`src/rtl/vq_pkg.sv`:
```
package vq_pkg;
  localparam int unsigned OFF_HOST_FEAT  = 'h00;
  localparam int unsigned OFF_GUEST_FEAT = 'h04;
  localparam int unsigned OFF_PFN        = 'h08;
  localparam int unsigned OFF_QSIZE      = 'h0C;
  localparam int unsigned OFF_QSEL       = 'h0E;
  localparam int unsigned OFF_NOTIFY     = 'h10;
  localparam int unsigned OFF_STATUS     = 'h12;
  localparam int unsigned OFF_ISR        = 'h13;
  localparam int unsigned OFF_DEVCFG     = 'h14;

  localparam int unsigned FEAT_EMPTY_NOTIFY = 24;
  localparam int unsigned FEAT_BAD          = 30;
  localparam int unsigned ST_DRV_OK         = 2;
  localparam int unsigned PAGE_SHIFT        = 12;
  localparam int unsigned ISR_W             = 8;

  typedef enum logic [3:0] {
    REG_HOST, REG_GUEST, REG_PFN, REG_QSIZE, REG_QSEL,
    REG_NOTIFY, REG_STATUS, REG_ISR, REG_DEVCFG, REG_NONE
  } reg_sel_e;
endpackage

```
`src/rtl/vq_addr_dec.sv`:
```
module vq_addr_dec #(
  parameter int unsigned REG_AW = 8
) (
  input  logic [REG_AW-1:0] addr_i,
  output vq_pkg::reg_sel_e  sel_o,
  output logic [REG_AW-1:0] cfg_off_o
);
  import vq_pkg::*;

  always_comb begin
    cfg_off_o = addr_i - REG_AW'(OFF_DEVCFG);
    if (addr_i >= REG_AW'(OFF_DEVCFG)) begin
      sel_o = REG_DEVCFG;
    end else begin
      case (addr_i)
        REG_AW'(OFF_HOST_FEAT):  sel_o = REG_HOST;
        REG_AW'(OFF_GUEST_FEAT): sel_o = REG_GUEST;
        REG_AW'(OFF_PFN):        sel_o = REG_PFN;
        REG_AW'(OFF_QSIZE):      sel_o = REG_QSIZE;
        REG_AW'(OFF_QSEL):       sel_o = REG_QSEL;
        REG_AW'(OFF_NOTIFY):     sel_o = REG_NOTIFY;
        REG_AW'(OFF_STATUS):     sel_o = REG_STATUS;
        REG_AW'(OFF_ISR):        sel_o = REG_ISR;
        default:                 sel_o = REG_NONE;
      endcase
    end
  end
endmodule

```
`src/rtl/vq_feat_neg.sv`:
```
module vq_feat_neg (
  input  logic        clk_i,
  input  logic        rst_ni,
  input  logic        clr_i,
  input  logic        wr_i,
  input  logic [31:0] wdata_i,
  input  logic [31:0] host_feat_i,
  input  logic [31:0] min_feat_i,
  output logic [31:0] host_rd_o,
  output logic [31:0] guest_o
);
  import vq_pkg::*;

  logic [31:0] host_full;
  logic [31:0] guest_q;

  assign host_full = host_feat_i | (32'd1 << FEAT_EMPTY_NOTIFY);
  assign host_rd_o = host_full | (32'd1 << FEAT_BAD);
  assign guest_o   = guest_q;

  always_ff @(posedge clk_i or negedge rst_ni) begin
    if (!rst_ni) begin
      guest_q <= '0;
    end else if (clr_i) begin
      guest_q <= '0;
    end else if (wr_i) begin
      if (wdata_i[FEAT_BAD])                  guest_q <= min_feat_i;
      else if (|(wdata_i & ~host_full))       guest_q <= host_full;
      else                                    guest_q <= wdata_i;
    end
  end
endmodule

```
`src/rtl/vq_ring_slot.sv`:
```
module vq_ring_slot #(
  parameter int unsigned PFN_W  = 32,
  parameter int unsigned Q_SIZE = 128,
  localparam int unsigned AW    = PFN_W + vq_pkg::PAGE_SHIFT
) (
  input  logic             clk_i,
  input  logic             rst_ni,
  input  logic             clr_i,
  input  logic             load_i,
  input  logic [PFN_W-1:0] pfn_i,
  output logic [PFN_W-1:0] pfn_o,
  output logic [AW-1:0]    desc_o,
  output logic [AW-1:0]    avail_o,
  output logic [AW-1:0]    used_o
);
  import vq_pkg::*;

  localparam int unsigned PAGE_BYTES  = 1 << PAGE_SHIFT;
  localparam int unsigned DESC_BYTES  = 16 * Q_SIZE;
  localparam int unsigned AVAIL_BYTES = 4 + 2 * Q_SIZE;

  logic [PFN_W-1:0] pfn_q;
  logic [AW-1:0]    desc_w, avail_w, used_raw;

  always_ff @(posedge clk_i or negedge rst_ni) begin
    if (!rst_ni)     pfn_q <= '0;
    else if (clr_i)  pfn_q <= '0;
    else if (load_i) pfn_q <= pfn_i;
  end

  // bases derived from the frame, no extra storage
  assign desc_w   = AW'(pfn_q) << PAGE_SHIFT;
  assign avail_w  = desc_w + AW'(DESC_BYTES);
  assign used_raw = avail_w + AW'(AVAIL_BYTES + PAGE_BYTES - 1);

  always_comb begin
    pfn_o = pfn_q;
    if (pfn_q == '0) begin
      desc_o  = '0;
      avail_o = '0;
      used_o  = '0;
    end else begin
      desc_o  = desc_w;
      avail_o = avail_w;
      used_o  = {used_raw[AW-1:PAGE_SHIFT], {PAGE_SHIFT{1'b0}}};
    end
  end
endmodule

```
`src/rtl/vq_isr_ctl.sv`:
```
module vq_isr_ctl #(
  parameter int unsigned W = 8
) (
  input  logic         clk_i,
  input  logic         rst_ni,
  input  logic         clr_i,
  input  logic [W-1:0] set_i,
  output logic [W-1:0] isr_o,
  output logic         irq_o
);
  logic [W-1:0] isr_q, isr_d;
  logic         irq_q;

  // new causes arriving with a clear survive it
  assign isr_d = (clr_i ? '0 : isr_q) | set_i;

  always_ff @(posedge clk_i or negedge rst_ni) begin
    if (!rst_ni) begin
      isr_q <= '0;
      irq_q <= 1'b0;
    end else begin
      isr_q <= isr_d;
      irq_q <= |isr_d;
    end
  end

  assign isr_o = isr_q;
  assign irq_o = irq_q;
endmodule

```
`src/rtl/vq_regfile_top.sv`:
```
module vq_regfile_top #(
  parameter int unsigned NQ     = 3,
  parameter int unsigned Q_SIZE = 128,
  parameter int unsigned PFN_W  = 32,
  parameter int unsigned REG_AW = 8,
  localparam int unsigned AW    = PFN_W + vq_pkg::PAGE_SHIFT,
  localparam int unsigned SEL_W = (NQ > 1) ? $clog2(NQ) : 1
) (
  input  logic                clk_i,
  input  logic                rst_ni,
  input  logic                acc_valid_i,
  input  logic                acc_we_i,
  input  logic [REG_AW-1:0]   acc_addr_i,
  input  logic [31:0]         acc_wdata_i,
  output logic                rd_valid_o,
  output logic [31:0]         rd_data_o,
  input  logic [31:0]         host_feat_i,
  input  logic [31:0]         min_feat_i,
  output logic [31:0]         guest_feat_o,
  output logic                cfg_req_o,
  output logic                cfg_we_o,
  output logic [REG_AW-1:0]   cfg_addr_o,
  output logic [31:0]         cfg_wdata_o,
  input  logic [31:0]         cfg_rdata_i,
  input  logic [7:0]          isr_set_i,
  output logic                irq_o,
  output logic                dev_reset_o,
  output logic                drv_ready_o,
  output logic [NQ-1:0]       q_notify_o,
  output logic [NQ*AW-1:0]    q_desc_base_o,
  output logic [NQ*AW-1:0]    q_avail_base_o,
  output logic [NQ*AW-1:0]    q_used_base_o
);
  import vq_pkg::*;

  reg_sel_e          rsel;
  logic [REG_AW-1:0] cfg_off;
  logic              acc_wr, acc_rd;
  logic              wr_guest, wr_pfn, wr_sel, wr_notify, wr_status;
  logic              soft_rst, isr_clr, ready_d;
  logic [31:0]       host_rd;
  logic [ISR_W-1:0]  isr;
  logic [SEL_W-1:0]  sel_q;
  logic [7:0]        status_q;
  logic [PFN_W-1:0]  slot_pfn [NQ];
  logic [NQ-1:0]     notify_d;
  logic [31:0]       rd_mux;
  logic              rd_valid_q, reset_q, ready_q;
  logic [31:0]       rd_data_q;
  logic [NQ-1:0]     notify_q;

  vq_addr_dec #(.REG_AW(REG_AW)) u_dec (
    .addr_i    (acc_addr_i),
    .sel_o     (rsel),
    .cfg_off_o (cfg_off)
  );

  assign acc_wr    = acc_valid_i &&  acc_we_i;
  assign acc_rd    = acc_valid_i && !acc_we_i;
  assign wr_guest  = acc_wr && (rsel == REG_GUEST);
  assign wr_pfn    = acc_wr && (rsel == REG_PFN);
  assign wr_sel    = acc_wr && (rsel == REG_QSEL);
  assign wr_notify = acc_wr && (rsel == REG_NOTIFY);
  assign wr_status = acc_wr && (rsel == REG_STATUS);

  assign soft_rst = (wr_status && (acc_wdata_i[7:0] == 8'h00))
                 || (wr_pfn && (acc_wdata_i[PFN_W-1:0] == '0));
  assign isr_clr  = soft_rst || (acc_rd && (rsel == REG_ISR));
  assign ready_d  = wr_status && acc_wdata_i[ST_DRV_OK] && !status_q[ST_DRV_OK];

  vq_feat_neg u_feat (
    .clk_i       (clk_i),
    .rst_ni      (rst_ni),
    .clr_i       (soft_rst),
    .wr_i        (wr_guest),
    .wdata_i     (acc_wdata_i),
    .host_feat_i (host_feat_i),
    .min_feat_i  (min_feat_i),
    .host_rd_o   (host_rd),
    .guest_o     (guest_feat_o)
  );

  vq_isr_ctl #(.W(ISR_W)) u_isr (
    .clk_i  (clk_i),
    .rst_ni (rst_ni),
    .clr_i  (isr_clr),
    .set_i  (isr_set_i),
    .isr_o  (isr),
    .irq_o  (irq_o)
  );

  for (genvar q = 0; q < NQ; q++) begin : g_q
    vq_ring_slot #(.PFN_W(PFN_W), .Q_SIZE(Q_SIZE)) u_slot (
      .clk_i   (clk_i),
      .rst_ni  (rst_ni),
      .clr_i   (soft_rst),
      .load_i  (wr_pfn && !soft_rst && (sel_q == SEL_W'(q))),
      .pfn_i   (acc_wdata_i[PFN_W-1:0]),
      .pfn_o   (slot_pfn[q]),
      .desc_o  (q_desc_base_o[q*AW +: AW]),
      .avail_o (q_avail_base_o[q*AW +: AW]),
      .used_o  (q_used_base_o[q*AW +: AW])
    );
    // kick only queues that have a ring
    assign notify_d[q] = wr_notify && (acc_wdata_i[15:0] == 16'(q))
                      && (slot_pfn[q] != '0);
  end

  always_ff @(posedge clk_i or negedge rst_ni) begin
    if (!rst_ni) begin
      sel_q    <= '0;
      status_q <= '0;
    end else if (soft_rst) begin
      sel_q    <= '0;
      status_q <= '0;
    end else begin
      if (wr_sel && (acc_wdata_i[15:0] < 16'(NQ))) sel_q <= acc_wdata_i[SEL_W-1:0];
      if (wr_status) status_q <= acc_wdata_i[7:0];
    end
  end

  always_comb begin
    case (rsel)
      REG_HOST:   rd_mux = host_rd;
      REG_GUEST:  rd_mux = guest_feat_o;
      REG_PFN:    rd_mux = 32'(slot_pfn[sel_q]);
      REG_QSIZE:  rd_mux = {16'h0, 16'(Q_SIZE)};
      REG_QSEL:   rd_mux = {16'h0, 16'(sel_q)};
      REG_STATUS: rd_mux = {24'h0, status_q};
      REG_ISR:    rd_mux = {24'h0, isr};
      REG_DEVCFG: rd_mux = cfg_rdata_i;
      default:    rd_mux = '1;
    endcase
  end

  always_ff @(posedge clk_i or negedge rst_ni) begin
    if (!rst_ni) begin
      rd_valid_q <= 1'b0;
      rd_data_q  <= '0;
      reset_q    <= 1'b0;
      ready_q    <= 1'b0;
      notify_q   <= '0;
    end else begin
      rd_valid_q <= acc_rd;
      if (acc_rd) rd_data_q <= rd_mux;
      reset_q    <= soft_rst;
      ready_q    <= ready_d && !soft_rst;
      notify_q   <= notify_d;
    end
  end

  assign rd_valid_o  = rd_valid_q;
  assign rd_data_o   = rd_data_q;
  assign dev_reset_o = reset_q;
  assign drv_ready_o = ready_q;
  assign q_notify_o  = notify_q;

  assign cfg_req_o   = acc_valid_i && (rsel == REG_DEVCFG);
  assign cfg_we_o    = acc_we_i;
  assign cfg_addr_o  = cfg_off;
  assign cfg_wdata_o = acc_wdata_i;
endmodule

```
`config.mk`:
```
export PLATFORM = sky130hd
export DESIGN_NAME = vq_regfile_top
export DESIGN_NICKNAME = d
export VERILOG_FILES = /design/src/rtl/vq_pkg.sv /design/src/rtl/vq_addr_dec.sv /design/src/rtl/vq_feat_neg.sv /design/src/rtl/vq_ring_slot.sv /design/src/rtl/vq_isr_ctl.sv /design/src/rtl/vq_regfile_top.sv
export SDC_FILE = /design/constraint.sdc
export NUM_CORES = 1
export LEC_CHECK = 0
export CAP_MARGIN = 0
export CORE_AREA = 10 10 244 246
export CTS_CLUSTER_SIZE = 16
export DETAILED_ROUTE_END_ITERATION = 6
export DIE_AREA = 0 0 254 256
export GPL_TIMING_DRIVEN = 0
export PLACE_DENSITY = 0.58
export SLEW_MARGIN = 10
export SYNTH_ARGS = -nofsm -noshare
export SYNTH_HDL_FRONTEND = slang
export SYNTH_SLANG_ARGS = --single-unit
```
`constraint.sdc`:
```
create_clock -name clk_i -period 4.4 [get_ports clk_i]
set_input_delay 1.1 -clock clk_i [delete_from_list [all_inputs] [get_ports clk_i]]
set_output_delay 1.1 -clock clk_i [all_outputs]
set_load 0.01 [all_outputs]
```
==> results.sh <==
export IMPL_hold_violations=0
export IMPL_path_class="in -> out"
export IMPL_stdcell_area_um2=21970
export IMPL_worstPathArrival_ns=3.28
export IMPL_synth_largest_area_cell="dfrtp_1"
export IMPL_maxCapViolCount=0
export IMPL_synth_edf_count=0
export IMPL_die_height_um=256
export IMPL_run_status="complete, no violations"
export IMPL_cts_sinks=185
export IMPL_clockBufferDepth=2
export IMPL_dp_hpwl_um=67400
export IMPL_core_um2=54660
export IMPL_io_buffers=546
export IMPL_remaining_drc_errors=0
export IMPL_first_pass_iters=7
export IMPL_drv_slew=0
export IMPL_num_vias=15450
export IMPL_drtIter0Drc=1254
export IMPL_h_tree_depth=4
export IMPL_synth_top_area_share_pct=31.98
export IMPL_crit_path_max_incr_delay_ns=0.54
export IMPL_async_reset_ff_share_pct=100.0
export IMPL_ys_seq_area_share_pct=31.98
export IMPL_drive_gt1_share_pct=17.40
export IMPL_place_area_um2=21250
export IMPL_synth_area_um2=14480
export IMPL_ys_flop_type="dfrtp_1"
export IMPL_worst_slew_pin_slew_ns=0.9197
export IMPL_ant_nets=0
export IMPL_slew_headroom_pct=38.69
export IMPL_area_delta_synth_final_pct=51.72
export IMPL_grt_overflow=0
export IMPL_p_clk_share_pct=38.4
export IMPL_grt_util_all_layers_pct=24.58
export IMPL_period_share_pct=99.52
export IMPL_wirelength_um=82840
export IMPL_first_global_vias=15360
export IMPL_pin_count=657
export IMPL_p_sw_mw=1.310
export IMPL_crit_chain="buf_2 -> clkinvlp_4 -> clkbuf_4 -> ha_2 -> nor2b_2 -> a31oi_1 -> nand2_2 -> clkbuf_8 -> and2_1 -> clkdlybuf4s50_1"
export IMPL_grt_max_degree=97
export IMPL_min_period_ns=4.379
export IMPL_fmax_mhz=228.4
export IMPL_cts_root_buf="clkbuf_16"
export IMPL_start_kind="primary input"
export IMPL_p_comb_share_pct=20.4
export IMPL_worstPathRequired_ns=3.30
export IMPL_die_area_um2=65020
export IMPL_ys_top_cells_by_count="buf_4, nor2_1, dfrtp_1, clkbuf_1, mux2i_1"
export IMPL_routabilityCongestion=0.9620
export IMPL_skew_ns=0.009731
export IMPL_p_int_mw=3.047
export IMPL_cp_end_kind="primary output"
export IMPL_synthCells=1751
export IMPL_avgRoutedWirePerCell_um=26.40
export IMPL_worstHoldPathType="reg -> reg"
export IMPL_p_sw_share_pct=30.08
export IMPL_clk_pin_slew_ns=0.07
export IMPL_initial_core_util_pct=26.49
export IMPL_yosys_top_cells_area="dfrtp_1, buf_4, mux2i_1, nor2_1, xnor2_1"
export IMPL_power_leakage_nw=9.531
export IMPL_setup_viol=0
export IMPL_syn_area_per_cell_um2=8.268
export IMPL_die_w_um=254
export IMPL_worst_path_max_delay_cell="clkdlybuf4s50_1"
export IMPL_p_per_area_nw_per_um2=198.3
export IMPL_critPathMaxFanout=11
export IMPL_yosysWarnings=0
export IMPL_fin_tns_setup_ns=0
export IMPL_synthDistinctLibCells=58
export IMPL_viasPerCell=4.924
export IMPL_nets=2574
export IMPL_clk_latency_ns=0.48
export IMPL_numCtsBuffers=17
export IMPL_synth_most_common_cell="buf_4"
export IMPL_pwr_share_seq_pct=41.2
export IMPL_grt_pass1_wl_um=115700
export IMPL_grt_antenna_before_repair=7
export IMPL_ys_ff_latch=185
export IMPL_vdd_ir_drop_worst_mv=0.2605
export IMPL_core_rowCount=86
export IMPL_cts_tree="yes"
export IMPL_rsz0062_at_grt="false"
[logic make-up after synthesis]
kind of cell	Yosys count	share of synthesized area, %
compound gates	306	14.54
xor+xnor	94	5.687
fa+ha+maj	8	0.6914
buf+inv	526	20.80
flops	185	31.98
mux	135	9.472
other cells	1	0.02590
simple gates	496	16.81
[worst max-delay path, delay by kind of cell]
kind,cells,cell delay (ns)
AOI/OAI and AO/OA,1,0.07
adders and majority gates,1,0.26
buffers and inverters,5,1.37
and+or+nand+nor,3,0.46
[final timing paths]
| kind | endpoint | cells after the start | slack, ns | startpoint |
|---|---|---|---|---|
| max in group asynchronous | rd_data_o[4]$_DFFE_PN0P_ | 2 | 2.73 | rst_ni |
| worst max register to register | rd_data_o[2]$_DFFE_PN0P_ | 8 | 1.72 | sel_q[1]$_DFFE_PN0P_ |
| worst max-delay path | cfg_req_o | 10 | 0.02 | acc_addr_i[3] |
| min in group asynchronous | g_q[0].u_slot.pfn_o[14]$_DFFE_PN0P_ | 1 | 0.66 | rst_ni |
| worst min-delay path | status_q[6]$_DFFE_PN0P_ | 2 | 0.49 | status_q[6]$_DFFE_PN0P_ |
| worst min register to register | status_q[6]$_DFFE_PN0P_ | 2 | 0.49 | status_q[6]$_DFFE_PN0P_ |
[what timing repair did]
action                     CTS  global route
setup endpoints to repair   71            13
buffers inserted             2             2
cloned                       0             0
pin swaps                    0             2
hold buffers                 0             0
gates resized for setup     33            13
[power by group through the flow]
stage | clock (mW) | sequential (mW) | combinational [mW]
global placement | 0 | 1.83 | 0.869
floorplan | 0 | 1.84 | 0.336
detailed placement | 0 | 1.83 | 0.877
finish | 1.67 | 1.79 | 0.891
global route | 1.74 | 1.80 | 0.948
CTS | 1.68 | 1.79 | 0.885
[through the flow]
| stage | setup WS [ns] | std cells | utilization (%) | hold WS [ns] | total power, mW |
|---|---|---|---|---|---|
| after floorplan | 0.5302 | 1855 | - | 0.4488 | 2.179 |
| after global placement | -6.058 | 3105 | 38.81 | 0.4622 | 2.696 |
| after detailed placement | -1.783 | 3106 | 38.87 | 0.4731 | 2.704 |
| after CTS | 0.004327 | 3134 | 40.09 | 0.4918 | 4.361 |
| after global routing | 0.008355 | 3138 | 40.18 | 0.5010 | 4.485 |
| final | 0.02105 | 3138 | 40.18 | 0.4918 | 4.357 |
[per-layer routing]
metal	vias up	track usage, %	share of wire, %
met5	-	0	0.054
met2	778	41.43	48
li1	6934	-	-
met1	7622	29.68	40
met3	111	6.437	8.8
met4	6	8.365	2.9
[flip-flops by register name, summed over array words and instances (netlist names)]
signal            cells
rd_data_o            32
u_isr.isr_o           8
drv_ready_o           1
sel_q                 2
u_feat.guest_o       32
rd_valid_o            1
u_isr.irq_o           1
q_notify_o            3
g_q.u_slot.pfn_o     96
dev_reset_o           1
status_q              8
[layout make-up]
cell class	instances	area (um^2)
inverters	76	291.5
fillers	5596	32700
flip-flops and latches	185	4637
well taps	704	880.8
plain buffers	443	2729
clock buffers	18	439.2
multi-input cells	1144	7289
diodes	3	7.507
clock inverters	14	162.7
repair buffers	551	5529
[cells in the final DEF, fill, tap and decap left out, types with 5 or more instances in the layout]
master / synthesis / final
a211oi_1: 13 / 12
clkdlybuf4s50_1: 0 / 541
a221oi_1: 24 / 24
inv_1: 73 / 72
mux2_2: 16 / 16
and2_1: 9 / 8
buf_2: 37 / 35
nor2b_1: 15 / 14
a22o_1: 25 / 25
o21ai_0: 39 / 39
o22ai_1: 16 / 16
dfrtp_2: 0 / 6
xor2_1: 19 / 18
and4_1: 10 / 9
nor4_1: 35 / 35
buf_6: 4 / 5
and3_1: 19 / 19
conb_1: 1 / 105
nand3_1: 50 / 49
ha_1: 8 / 7
nor3_1: 8 / 7
buf_4: 256 / 260
nand2_1: 102 / 101
nand4_1: 21 / 21
mux2i_1: 119 / 119
clkbuf_16: 0 / 17
nor2_1: 200 / 196
dfrtp_1: 185 / 179
xnor2_1: 75 / 75
clkbuf_1: 153 / 143
o31ai_1: 8 / 8
a31o_2: 8 / 8
a221o_1: 14 / 14
a21oi_1: 113 / 113
a211oi_2: 20 / 21
a31oi_1: 12 / 12
(Power assumes the default switching activity.)
